[config.mk]
export PLATFORM = sky130hd
export DESIGN_NAME = word_frame_serializer
export DESIGN_NICKNAME = d
export VERILOG_FILES = /design/src/rtl/sfs_pkg.sv /design/src/rtl/sfs_bit_timer.sv /design/src/rtl/sfs_byte_bank.sv /design/src/rtl/sfs_parity.sv /design/src/rtl/word_frame_serializer.sv
export SDC_FILE = /design/constraint.sdc
export NUM_CORES = 1
export LEC_CHECK = 0
export BUFFER_PORTS_ARGS = -buffer_cell sky130_fd_sc_hd__buf_2
export CAP_MARGIN = 20
export CORE_ASPECT_RATIO = 1.5
export CORE_MARGIN = 1
export CORE_UTILIZATION = 51
export CTS_CLUSTER_DIAMETER = 30
export DETAILED_ROUTE_END_ITERATION = 10
export PLACE_DENSITY = 0.87
export SYNTH_ARGS = -nofsm -noshare
export SYNTH_HDL_FRONTEND = slang
export SYNTH_SLANG_ARGS = --single-unit
[constraint.sdc]
create_clock -name clk -period 2.8 [get_ports clk]
set_input_delay 0.28 -clock clk [delete_from_list [all_inputs] [get_ports clk]]
set_output_delay 0.28 -clock clk [all_outputs]
set_load 0.02 [all_outputs]
[src/rtl/sfs_pkg.sv]
// Shared types for the framed word serializer.
// Assumes: one frame = start, data, parity, two stops.
package sfs_pkg;

    // Frame sequencing states, visited in declaration order per byte.
    typedef enum logic [2:0] {
        ST_IDLE   = 3'd0,
        ST_START  = 3'd1,
        ST_DATA   = 3'd2,
        ST_PARITY = 3'd3,
        ST_STOP_A = 3'd4,
        ST_STOP_B = 3'd5
    } sfs_state_t;

endpackage

[src/rtl/sfs_bit_timer.sv]
// Bit-period timer: emits a one-cycle tick every BIT_CYCLES clocks.
// Assumes: restart realigns the period so the next tick comes
// BIT_CYCLES clocks after the restart edge.
module sfs_bit_timer #(
    parameter int BIT_CYCLES = 434
) (
    input  logic clk,
    input  logic rst_n,
    input  logic restart,
    output logic tick
);
    localparam int CW = (BIT_CYCLES > 1) ? $clog2(BIT_CYCLES) : 1;
    localparam logic [CW-1:0] LAST = CW'(BIT_CYCLES - 1);

    logic [CW-1:0] cnt_q;

    // Count clocks within the current bit period.
    always_ff @(posedge clk) begin
        if (!rst_n || restart) begin
            cnt_q <= '0;
        end else if (cnt_q == LAST) begin
            cnt_q <= '0;
        end else begin
            cnt_q <= cnt_q + CW'(1);
        end
    end

    assign tick = (cnt_q == LAST);

    generate
        if (BIT_CYCLES > 1) begin : g_spacing_chk
            AST_TICK_SPACED: assert property (@(posedge clk) disable iff (!rst_n)
                tick |=> !tick) else $error("tick repeated");
        end
    endgenerate

endmodule

[src/rtl/sfs_byte_bank.sv]
// Byte bank: latches a wide word as an array of byte lanes and
// returns the lane picked by a byte index.
// Assumes: load_en is a single-cycle capture request.
module sfs_byte_bank #(
    parameter int BYTES  = 8,
    parameter int BYTE_W = 8,
    parameter int SEL_W  = 3
) (
    input  logic                    clk,
    input  logic                    rst_n,
    input  logic                    load_en,
    input  logic [BYTES*BYTE_W-1:0] word_in,
    input  logic [SEL_W-1:0]        sel,
    output logic [BYTE_W-1:0]       byte_out
);
    logic [BYTE_W-1:0] lane_q [BYTES];

    genvar g;
    generate
        for (g = 0; g < BYTES; g++) begin : g_lane
            // Capture one byte lane of the incoming word.
            always_ff @(posedge clk) begin
                if (!rst_n) begin
                    lane_q[g] <= '0;
                end else if (load_en) begin
                    lane_q[g] <= word_in[g*BYTE_W +: BYTE_W];
                end
            end
        end
    endgenerate

    assign byte_out = lane_q[sel];

    AST_LANE_HELD: assert property (@(posedge clk) disable iff (!rst_n)
        ($past(!load_en) && $stable(sel)) |-> $stable(byte_out))
        else $error("byte lane changed without capture");

endmodule

[src/rtl/sfs_parity.sv]
// Parity generator: XOR-reduces a byte in one parallel step.
// Assumes: ODD = 1 seeds the chain with 1, inverting the result.
module sfs_parity #(
    parameter int BYTE_W = 8,
    parameter bit ODD    = 1'b0
) (
    input  logic [BYTE_W-1:0] data,
    output logic              par
);
    // Fold every data bit into the seeded XOR chain.
    always_comb begin
        par = ODD;
        for (int i = 0; i < BYTE_W; i++) begin
            par = par ^ data[i];
        end
    end
endmodule

[src/rtl/word_frame_serializer.sv]
// Framed word serializer: sends a latched word as consecutive byte
// frames (start, data LSB first, parity, two stops) on one line.
// Assumes: BYTE_W >= 2; a strobe is only accepted while idle.
module word_frame_serializer
    import sfs_pkg::*;
#(
    parameter int BYTES      = 8,
    parameter int BYTE_W     = 8,
    parameter int BIT_CYCLES = 434,
    parameter bit PARITY_ODD = 1'b0
) (
    input  logic                    clk,
    input  logic                    rst_n,
    input  logic                    load_valid,
    input  logic [BYTES*BYTE_W-1:0] load_word,
    output logic                    busy,
    output logic                    done,
    output logic                    tx_line
);
    localparam int IDX_W = (BYTES > 1) ? $clog2(BYTES) : 1;
    localparam int BIT_W = $clog2(BYTE_W);
    localparam logic [IDX_W-1:0] BYTE_LAST = IDX_W'(BYTES - 1);
    localparam logic [BIT_W-1:0] BIT_LAST  = BIT_W'(BYTE_W - 1);

    sfs_state_t         state_q;
    logic [IDX_W-1:0]   byte_idx_q;
    logic [BIT_W-1:0]   bit_idx_q;
    logic               done_q;
    logic               accept;
    logic               tick;
    logic [BYTE_W-1:0]  cur_byte;
    logic               par_bit;

    assign accept = load_valid && (state_q == ST_IDLE);

    sfs_bit_timer #(.BIT_CYCLES(BIT_CYCLES)) u_timer (
        .clk     (clk),
        .rst_n   (rst_n),
        .restart (accept),
        .tick    (tick)
    );

    sfs_byte_bank #(.BYTES(BYTES), .BYTE_W(BYTE_W), .SEL_W(IDX_W)) u_bank (
        .clk      (clk),
        .rst_n    (rst_n),
        .load_en  (accept),
        .word_in  (load_word),
        .sel      (byte_idx_q),
        .byte_out (cur_byte)
    );

    sfs_parity #(.BYTE_W(BYTE_W), .ODD(PARITY_ODD)) u_par (
        .data (cur_byte),
        .par  (par_bit)
    );

    // Sequence frames and bytes, advancing one bit per tick.
    always_ff @(posedge clk) begin
        if (!rst_n) begin
            state_q    <= ST_IDLE;
            byte_idx_q <= '0;
            bit_idx_q  <= '0;
            done_q     <= 1'b0;
        end else begin
            done_q <= 1'b0;
            case (state_q)
                ST_IDLE: begin
                    if (load_valid) begin
                        state_q    <= ST_START;
                        byte_idx_q <= '0;
                        bit_idx_q  <= '0;
                    end
                end
                ST_START: begin
                    if (tick) state_q <= ST_DATA;
                end
                ST_DATA: begin
                    if (tick) begin
                        if (bit_idx_q == BIT_LAST) begin
                            bit_idx_q <= '0;
                            state_q   <= ST_PARITY;
                        end else begin
                            bit_idx_q <= bit_idx_q + BIT_W'(1);
                        end
                    end
                end
                ST_PARITY: begin
                    if (tick) state_q <= ST_STOP_A;
                end
                ST_STOP_A: begin
                    if (tick) state_q <= ST_STOP_B;
                end
                ST_STOP_B: begin
                    if (tick) begin
                        if (byte_idx_q == BYTE_LAST) begin
                            state_q <= ST_IDLE;
                            done_q  <= 1'b1;
                        end else begin
                            byte_idx_q <= byte_idx_q + IDX_W'(1);
                            state_q    <= ST_START;
                        end
                    end
                end
                default: state_q <= ST_IDLE;
            endcase
        end
    end

    // Drive the serial line from the current frame position.
    always_comb begin
        case (state_q)
            ST_START:  tx_line = 1'b0;
            ST_DATA:   tx_line = cur_byte[bit_idx_q];
            ST_PARITY: tx_line = par_bit;
            default:   tx_line = 1'b1;
        endcase
    end

    assign busy = (state_q != ST_IDLE);
    assign done = done_q;

    AST_IDLE_HIGH: assert property (@(posedge clk) disable iff (!rst_n)
        !busy |-> tx_line) else $error("line low while idle");
    AST_START_LOW: assert property (@(posedge clk) disable iff (!rst_n)
        $rose(busy) |-> !tx_line) else $error("no start bit");
    AST_STOP_BEFORE_DONE: assert property (@(posedge clk) disable iff (!rst_n)
        done |-> $past(tx_line)) else $error("last bit not a stop");
    AST_DONE_SINGLE: assert property (@(posedge clk) disable iff (!rst_n)
        done |=> !done) else $error("done longer than one cycle");
    AST_DONE_ENDS_BUSY: assert property (@(posedge clk) disable iff (!rst_n)
        done |-> (!busy && $past(busy))) else $error("done not at end of busy");

endmodule

### After elaboration in Yosys (flattened, before gate mapping)

Memory sizes are Yosys's and may differ from the RTL's. A register that Yosys moved wholly into a read port is not among the register bits.
Index checks and enable logic that the tools add are counted.

* reductions and logical operators: 12
* magnitude comparators: 1
* add/sub/neg operators: 3
* eq/ne operators: 16
* bitwise gates (word level): 15
* multiplexer cells: 34

Operator list (number)
* $mux W8: 8
* $mux W3: 14
* $pmux W3 S6: 1
* $ne A2 B2 Y1 const B: 8
* $eq A3 B3 Y1 const B: 4
* $pmux W3 S2: 2
* $add A9 B1 Y9 const B: 1
* $eq A9 B9 Y1 const B: 1
* $or A1 B1 Y1: 8
* $mux W1: 7
* $reduce_and A7 Y1: 1
* $xor A1 B1 Y1: 7
* $add A3 B1 Y3 const B: 2
* $eq A3 B2 Y1 const B: 2
* $reduce_and A3 Y1: 2
* $lt A3 B4 Y1 const B: 1
* $reduce_and A4 Y1: 1
* $reduce_bool A2 Y1: 2
* $bmux W1 S3: 1
* $eq A3 B1 Y1 const B: 1
* $logic_not A3 Y1: 1
* $pmux W1 S3: 1
* $reduce_bool A3 Y1: 1
* $reduce_or A2 Y1: 1
* 3 further kinds: 3

* memories: 1
* logic and storage cells: 87
* register bits: 19
* bits in writable memories: 64
* input port bits: 67
* output and inout bits: 3

Memories
* u_bank.lane_q: words 8, width 8, read ports 1, clocked after Yosys merged registers in 1, write ports 8, RTL line sfs_byte_bank.sv:16 `logic [BYTE_W-1:0] lane_q [BYTES];`

### Logic depth before layout (Yosys ltp)

Gate-level depths: netlist of run 1.

* word-level depth: 8
* gate-level depth with buffers: 8
* gate-level depth less buffers: 8

### Hierarchy

A second synthesis of run 1 with hierarchy kept.

* cell total of the unflattened synthesis: 303
* area, all modules: 4071.4 sq um

Modules (own cells, without submodules)
* sfs_byte_bank: cells an instance 172, instances 1, seq. area each 1921.8 sq um, area each 2931.6 sq um
* word_frame_serializer: cells an instance 78, instances 1, seq. area each 200.2 sq um, area each 658.1 sq um
* sfs_bit_timer: cells an instance 46, instances 1, seq. area each 180.2 sq um, area each 420.4 sq um
* sfs_parity: cells an instance 7, instances 1, seq. area each 0.0 sq um, area each 61.3 sq um

### Worst setup path before layout of run 1

Ideal clock, no wire load.

* path type: flip-flop to flip-flop
* start: register state_q[1]
* end: memory u_bank.lane_q[0][0] (enable)
* library setup time: 0.424 ns
* cell stages (with the launch flop): 4
* path slack: 0.210 ns
* arrival time: 2.166 ns
* buffers on the path: 0
* cells stage by stage: dfxtp_1 > nor3_1 > nand2_1 > nand2_1

RTL lines
* start, declared: RTL line word_frame_serializer.sv:25 `sfs_state_t state_q;`
* start signal, assigned: RTL line word_frame_serializer.sv:60 `state_q <= ST_IDLE;`
* start signal, assigned: RTL line word_frame_serializer.sv:69 `state_q <= ST_START;`
* start signal, assigned: RTL line word_frame_serializer.sv:75 `if (tick) state_q <= ST_DATA;`
* end, declared: RTL line sfs_byte_bank.sv:16

==> parameters.txt, run 1 <==
Parameter                              Value

Clock network
  Clock transition at path regs ... 0.06 ns
  CTS H-tree depth ... 3
  Later-pin clock latency in the skew report ... between 0.3 and 0.4 ns
  Buffer cell driving the clock tree root ... sky130_fd_sc_hd__clkbuf_16
  Clock buffers created by TritonCTS ... 9
  Sink Count ... 86
  Maximum buffer depth of the clock tree ... 2
  TritonCTS clock tree ... yes

STA
  Peak clock frequency supported by timing ... ~340 MHz
  Post-route clock skew ... around 0.0062 ns
  Worst Max-Slew Pin Slew ... slightly below 0.5 ns
  Final setup violation count ... 1
  Final Hold Viols ... 0
  Worst rel slew slack ... slightly below 70%
  Setup TNS after final layout ... -0.1061 ns
  Setup WS post-layout ... -0.1061 ns
  Max-slew violations ... 0
  Clock period minus final worst setup slack ... just under 3 ns
  Fin crit share ... 103.8%
  RSZ-0062 raised after global routing ... yes

Synth
  Share of synthesized cell area in full adder, half adder and majority cells ... 1.828%
  Area fraction in compound gates after synthesis ... around 3.6%
  XOR/XNOR Fraction of Synth Area ... 3.625%
  Commonest register cell after synthesis ... sky130_fd_sc_hd__edfxtp_1
  Warning count from the yosys run ... 0
  Async SR Flop Fraction ... 0%
  Dominant combinational cell family by area after synthesis ... simple AND/OR/NAND/NOR gates
  Post-synth net total ... slightly below 400
  Register bit total from synthesis ... 86
  Multiplexer share of the synthesized area ... 11.88%
  Number of flops mapped to enable cells by yosys ... 64
  Post-synthesis area per instance ... between 10 and 15 sq um
  Simple-gate area share of the yosys netlist ... 19.07%
  Register area share after synthesis ... 57.51%
  Summed instance area of the synthesized netlist ... 0.004108 sq mm
  Mapped Cells ... 312
  Synth unique cells ... 46

Run
  # Max-Cap Violations ... 0

Final layout
  Area growth from synthesis to final layout ... 19.28%
  Combined flip-flop and latch cell area ... ~0.0024 sq mm
  Post-layout instance count excluding filler cells ... 491
  Number of diodes ... 0
  # fillers ... between 500 and 600
  Final core area utilization ... between 60% and 70%
  Number of nets in the finished design ... 457
  Leading cell type in the layout, fill and taps excluded ... sky130_fd_sc_hd__buf_2
  Fraction of layout instances using a drive strength above 1 ... 29.56%
  Multi-input combinational cell area ... 0.001647 sq mm
  Most used cells in the layout excluding fill and tap cells ... sky130_fd_sc_hd__buf_2 (68), sky130_fd_sc_hd__and2_1 (64), sky130_fd_sc_hd__edfxtp_1 (64), sky130_fd_sc_hd__dfxtp_1 (19), sky130_fd_sc_hd__nor2_1 (17)

Drt
  Antenna violation net count after detailed routing ... 0
  WL final ... 7237 um
  Residual DRC count ... 0
  Per-cell via count in the routed design ... 5.171
  Number of vias after detailed routing ... 2539
  DRC violation total after the first TritonRoute iteration ... 114
  Routed wire length per instance ... 14.74 um
  TritonRoute pass-1 iters ... 5

Place
  Total instance count after detailed placement ... between 400 and 500
  Final HPWL from detailed placement ... 5164 um
  Count of buffers inserted at the top-level ports ... 69
  Placer Congestion ... 0.8472

Setup path
  Type of destination of the critical path ... output port
  Crit path arrival time ... roughly 2.6 ns
  Top fanout value on the critical path ... 13
  Register-to-register setup slack ... 0.54 ns
  Path depth of the worst reg2reg path ... 7
  Required time at the endpoint of the critical path ... 2.52 ns
  Setup CP Type ... reg -> out
  Startpoint of the worst-slack reg-to-reg timing path ... u_timer.cnt_q[0]
  Startpoint type of the worst setup path ... flop

Global routing
  Aggregate global routing overflow ... 0
  GR Util All Layers ... 18.81%
  Number of antenna violations at the first check in global routing ... 0
  Vias in the first global route ... 2549
  Largest net degree at the start of global routing ... 65
  Global-route wire length before repair ... 11460 um

Status
  Violations in the final reports ... setup timing
  Result of the run ... complete, but fails checks

Min path
  Worst min-delay path startpoint ... load_word[55]
  Hold Crit Depth ... 2
  Worst min-delay path class ... in -> reg
  Worst Hold End ... u_bank.lane_q[6][7]

Pwr
  Maximum ir drop on the vdd rail ... 0.5199 mV
  Static leakage ... 1.927 nW
  Power consumption ... 2.934 mW
  P per Cell Area ... around 600 mW/mm^2

Die
  Area of the die ... roughly 0.0084 sq mm
  Initial standard-cell utilization of the core ... between 50% and 60%
  Core Footprint ... ~0.0077 sq mm
  Die H ... 111.9 um
  Horizontal extent of the die ... ~75 um
  I/O pins ... 70
  Placement row count ... 39
layout make-up:
| type | instances | share of cell area (%) |
|---|---|---|
| flip-flops and latches | 86 | 48.29 |
| multi-input cells | 205 | 33.61 |
| repair buffers | 78 | 9.065 |
| clock buffers | 10 | 4.673 |
| well taps | 102 | 2.605 |
| clock inverters | 6 | 1.456 |
| inverters | 4 | 0.3064 |
registers in the layout (all words and copies together) (netlist names), named ones only:
register	count
u_timer.cnt_q	9
state_q	3
done	1
byte_idx_q	3
u_bank.lane_q	64
bit_idx_q	3
metrics by stage:
step                      worst slack (ns)  hold WS, ns  cell area [sq um]
after CTS                          -0.1213       0.2078               4898
final                              -0.1061       0.2196               4900
after floorplan                     0.2104       0.4334               4108
after global routing               -0.2087       0.2046               4900
after detailed placement          -0.04374       0.4605               4582
after global placement             0.09128       0.4454               4582
how the worst max path moves through the flow:
| stage | end | cells past startpoint |
|---|---|---|
| after floorplan | u_bank.lane_q[0][0] | 3 |
| after global placement | tx_line | 8 |
| after detailed placement | tx_line | 8 |
| after CTS | tx_line | 7 |
| after global routing | tx_line | 7 |
| final | tx_line | 8 |
critical path, cell delays in order (launching register included):
cell and delay, ns:
sky130_fd_sc_hd__dfxtp_2 0.36, sky130_fd_sc_hd__buf_12 0.15, sky130_fd_sc_hd__mux4_2 0.52, sky130_fd_sc_hd__mux2i_2 0.21, sky130_fd_sc_hd__xor2_1 0.19, sky130_fd_sc_hd__xnor3_1 0.26, sky130_fd_sc_hd__xnor3_1 0.24, sky130_fd_sc_hd__o211ai_2 0.21
sky130_fd_sc_hd__buf_6 0.14
power breakdown:
group	switching, mW	internal (mW)	total [mW]
sequential	0.0316	1.47	1.50
clock	0.482	0.697	1.18
combinational	0.124	0.132	0.256
total	0.637	2.30	2.93
per-layer routing:
metal  global-route usage [%]  routed length (um)  up-vias
li1                         -                   -     1270
met1                    20.74                2890     1180
met2                    31.83                3842       72
met3                    5.882                 275       17
met4                    9.383                 229        0
met5                        0                   0        -
Yosys cell counts, drive strengths merged (6+ instances only):
cell type / count / area, sq um
nor2: 17 / 63.81
nor2b: 6 / 37.54
edfxtp: 64 / 1922
clkbuf: 10 / 37.54
xor2: 7 / 68.82
buf: 7 / 48.79
and2: 64 / 400.4
mux2i: 17 / 195.2
nand2: 14 / 52.55
dfxtp: 22 / 440.4
ha: 6 / 75.07
mux4: 11 / 270.3
nand3: 8 / 40.04
kinds of logic after synthesis:
group           after synthesis
simple gates                136
flops                        86
mux                          30
buf+inv                      21
compound gates               20
xor+xnor                     13
fa+ha+maj                     6
what timing repair did:
| action | in CTS | in global routing |
|---|---|---|
| endpoints found under the setup margin | 1 | 1 |
| resized for setup | 8 | 1 |
| buffers inserted | 1 | 0 |
| pin swaps | 2 | 0 |
| hold buffers | 0 | 0 |
Power figures use the tool's default switching activity.
==> run 2: changes to the inputs <==
--- a/config.mk
+++ b/config.mk
@@ -9,10 +9,11 @@
 export CAP_MARGIN = 20
 export CORE_ASPECT_RATIO = 1.5
 export CORE_MARGIN = 1
-export CORE_UTILIZATION = 51
-export CTS_CLUSTER_DIAMETER = 30
+export CORE_UTILIZATION = 50
+export CTS_CLUSTER_DIAMETER = 120
 export DETAILED_ROUTE_END_ITERATION = 10
-export PLACE_DENSITY = 0.87
+export PLACE_DENSITY = 0.86
 export SYNTH_ARGS = -nofsm -noshare
 export SYNTH_HDL_FRONTEND = slang
+export SYNTH_HIERARCHICAL = 1
 export SYNTH_SLANG_ARGS = --single-unit
==> run 2 against run 1 <==
Sequential power about the same. Fmax is 7.0% lower. First-iteration DRC count increased by 26%. Routed wire length grew 16%. Synthesized cell count is 2.9% lower. Largest cell class unchanged. Clock power decreased by 6%. Combinational power up 21%. The run still ends with setup timing left. Non-clock buffer count up 2. Critical path type unchanged. Setup slack worse by 0.22 ns.
==> parameters.txt, run 2 <==
Parameter                              Value

Status
  Result of the run ... complete, but fails checks
  Violations in the final reports ... setup timing

Final layout
  Biggest regs ... u_bank/lane_q (64), u_timer/cnt_q (9)
  Register containing the most flip-flops in the final layout ... u_bank/lane_q
  Post-route standard cell area excluding fillers ... 0.004928 sq mm (+0.59%)
  Number of diodes ... 0 (unchanged)
  Area growth from synthesis to final layout ... 21.05%
  Most used cells in the layout excluding fill and tap cells ... sky130_fd_sc_hd__buf_2 (68), sky130_fd_sc_hd__and3_1 (64), sky130_fd_sc_hd__edfxtp_1 (64), sky130_fd_sc_hd__dfxtp_1 (18), sky130_fd_sc_hd__mux4_2 (17)
  Leading cell type in the layout, fill and taps excluded ... sky130_fd_sc_hd__buf_2
  Number of flip-flops in the largest register ... 64 (unchanged)
  Final core area utilization ... 63.52% (about the same)
  Number of nets in the finished design ... 443 (-3.1%)
  Fraction of layout instances using a drive strength above 1 ... 36.00% (+6.4 points)
  # fillers ... 571 (-4.5%)

STA
  Clock period minus final worst setup slack ... 3.126 ns (+0.2196 ns)
  Worst rel slew slack ... 61.01% (-6.6 points)
  Post-route clock skew ... 0.004974 ns (-0.001187 ns)
  Worst Max-Slew Pin Slew ... 0.5841 ns (+0.1026 ns)
  RSZ-0062 raised after global routing ... yes
  Max-slew violations ... 0 (unchanged)
  Fin crit share ... 111.6% (+7.8 points)
  Final setup violation count ... 1 (unchanged)
  Setup TNS after final layout ... -0.3257 ns (-0.2196 ns)
  Setup WS post-layout ... -0.3257 ns (-0.2196 ns)
  Final Hold Viols ... 0 (unchanged)
  Peak clock frequency supported by timing ... 319.9 MHz (-7.0%)

Synth
  Warning count from the yosys run ... 6 (+6)
  Commonest register cell after synthesis ... sky130_fd_sc_hd__edfxtp_1
  Share of synthesized cell area in full adder, half adder and majority cells ... 1.844% (+0.016 points)
  Register area share after synthesis ... 56.55% (-0.96 points)
  Area fraction in compound gates after synthesis ... 3.903% (+0.28 points)
  Multiplexer share of the synthesized area ... 14.54% (+2.7 points)
  Synth area leader ... sky130_fd_sc_hd__edfxtp_1
  Post-synth net total ... 376 (-2.3%)
  Biggest area contributors in the synthesized netlist ... sky130_fd_sc_hd__edfxtp_1 (47%), sky130_fd_sc_hd__and3_1 (9.8%), sky130_fd_sc_hd__mux4_1 (9.7%)
  Summed instance area of the synthesized netlist ... 0.004071 sq mm (-0.88%)
  Top cells by count, synth ... sky130_fd_sc_hd__and3_1 (64), sky130_fd_sc_hd__edfxtp_1 (64), sky130_fd_sc_hd__dfxtp_1 (19)
  Synth unique cells ... 43 (-6.5%)
  Number of flops mapped to enable cells by yosys ... 64 (unchanged)
  Synth top area share ... 47.20% (+0.42 points)
  Simple-gate area share of the yosys netlist ... 17.24% (-1.8 points)
  Async SR Flop Fraction ... 0% (unchanged)
  Mapped Cells ... 303 (-2.9%)
  Dominant combinational cell family by area after synthesis ... simple AND/OR/NAND/NOR gates
  XOR/XNOR Fraction of Synth Area ... 2.366% (-1.3 points)
  Post-synthesis area per instance ... 13.44 sq um (+2.1%)
  Register bit total from synthesis ... 83 (-3.5%)

Place
  Post-DP Area ... 0.004521 sq mm (-1.3%)
  Final HPWL from detailed placement ... 5577 um (+8.0%)
  Placer Congestion ... 0.7767 (-8.3%)
  Count of buffers inserted at the top-level ports ... 69 (unchanged)
  Worst Setup Slack post-DPL ... -0.05654 ns (-0.01279 ns)

Setup path
  Setup CP Type ... reg -> out
  Type of destination of the critical path ... output port
  Required time at the endpoint of the critical path ... 2.52 ns (about the same)
  Startpoint type of the worst setup path ... flop
  Top fanout value on the critical path ... 5 (-8)
  Crit path arrival time ... 2.85 ns (+0.22 ns)

Clock network
  Maximum buffer depth of the clock tree ... 2 (unchanged)
  Clock buffers created by TritonCTS ... 9 (unchanged)
  TritonCTS clock tree ... yes
  Clock transition at path regs ... 0.06 ns (about the same)
  Later-pin clock latency in the skew report ... 0.33 ns (about the same)
  Number of buffers inserted by hold repair at cts ... 0 (unchanged)
  Buffer cell driving the clock tree root ... sky130_fd_sc_hd__clkbuf_16
  Sink Count ... 83 (-3.5%)
  CTS H-tree depth ... 3 (unchanged)

Drt
  Residual DRC count ... 0 (unchanged)
  WL final ... 8380 um (+16%)
  Routed wire length per instance ... 17.57 um (+19%)
  TritonRoute pass-1 iters ... 5 (unchanged)
  Number of vias after detailed routing ... 2686 (+5.8%)
  Antenna violation net count after detailed routing ... 0 (unchanged)
  Per-cell via count in the routed design ... 5.631 (+8.9%)
  DRC violation total after the first TritonRoute iteration ... 144 (+26%)

Die
  Placement row count ... 39 (unchanged)
  Initial standard-cell utilization of the core ... 52.48% (-0.80 points)
  Core Footprint ... 0.007759 sq mm (+0.63%)
  Horizontal extent of the die ... 75.68 um (+0.54%)
  I/O pins ... 70 (unchanged)
  Die H ... 112.5 um (+0.54%)
  Area of the die ... 0.008515 sq mm (+1.1%)

Pwr
  P per Cell Area ... 586.0 mW/mm^2 (-2.2%)
  Maximum ir drop on the vdd rail ... 0.5040 mV (-3.1%)
  Static leakage ... 2.106 nW (+9.3%)

Run
  # Max-Cap Violations ... 0 (unchanged)

Global routing
  Aggregate global routing overflow ... 0 (unchanged)
  Number of antenna violations at the first check in global routing ... 0 (unchanged)
  GR Util All Layers ... 22.12% (+3.3 points)
  Global-route wire length before repair ... 13500 um (+18%)
  Vias in the first global route ... 2810 (+10%)
  Largest net degree at the start of global routing ... 65 (unchanged)

Min path
  Worst min-delay path class ... in -> reg
-- run 2: cells by family after synthesis --
kind of cell             count (synthesis)
buffers and inverters                   31
adder cells (fa/ha/maj)                  6
AO/OA/AOI/OAI                           22
XOR/XNOR                                11
flip-flops                              83
AND/OR/NAND/NOR                        119
multiplexers                            31
-- run 2: worst paths after layout --
check | start | endpoint | slack, ns | cells past startpoint
max | byte_idx_q[0] | tx_line | -0.33 | 8
min | load_word[20] | u_bank/lane_q[2][4] | 0.27 | 2
max reg2reg | byte_idx_q[0] | byte_idx_q[1] | 0.78 | 8
min reg2reg | u_timer/cnt_q[0] | u_timer/cnt_q[0] | 0.47 | 1
-- run 2: layout make-up --
cell class	count	area, sq um	share of cell area [%]
sequential	83	2306	46.79
multi-input combinational	189	1692	34.32
timing repair buffer	80	491.7	9.977
clock buffer	10	229.0	4.646
tap	102	127.6	2.589
clock inverter	6	56.30	1.142
inverter	7	26.28	0.5331
-- run 2: metrics by stage --
stage	hold slack (ns)	std cells	total power [mW]
detailed placement	0.4550	457	1.761
floorplan	0.4267	303	1.650
finish	0.2653	477	2.888
global route	0.2579	477	2.998
global placement	0.4436	457	1.741
CTS	0.2532	479	2.893
-- run 2: per-layer routing --
| metal | GRT usage [%] | vias up | share of wire [%] |
|---|---|---|---|
| li1 | - | 1286 | - |
| met1 | 25.23 | 1293 | 39 |
| met2 | 36.85 | 88 | 53 |
| met3 | 6.014 | 19 | 4.3 |
| met4 | 11.60 | 0 | 3.1 |
| met5 | 0 | - | 0 |
-- run 2: repair_timing --
| action | in CTS | in global routing |
|---|---|---|
| resized for setup | 31 | 14 |
| buffers inserted | 4 | 0 |
| gates cloned | 2 | 0 |
| pin swaps | 5 | 4 |
| endpoints found under the setup margin | 1 | 1 |
| endpoints found under the hold margin | 0 | 0 |
-- run 2: report_power, final --
| part | switching, mW | total (mW) | internal [mW] |
|---|---|---|---|
| logic | 0.150 | 0.311 | 0.160 |
| clock network | 0.426 | 1.11 | 0.681 |
| registers | 0.0400 | 1.47 | 1.43 |
-- run 2: critical path, cell delays in order, from the launching register on --
cell and delay [ns]:
sky130_fd_sc_hd__dfxtp_4 0.39, sky130_fd_sc_hd__buf_12 0.13, sky130_fd_sc_hd__mux4_2 0.49, sky130_fd_sc_hd__mux2_4 0.33, sky130_fd_sc_hd__mux4_2 0.49, sky130_fd_sc_hd__inv_2 0.06
sky130_fd_sc_hd__a2111oi_1 0.07, sky130_fd_sc_hd__or3_4 0.40, sky130_fd_sc_hd__buf_6 0.14
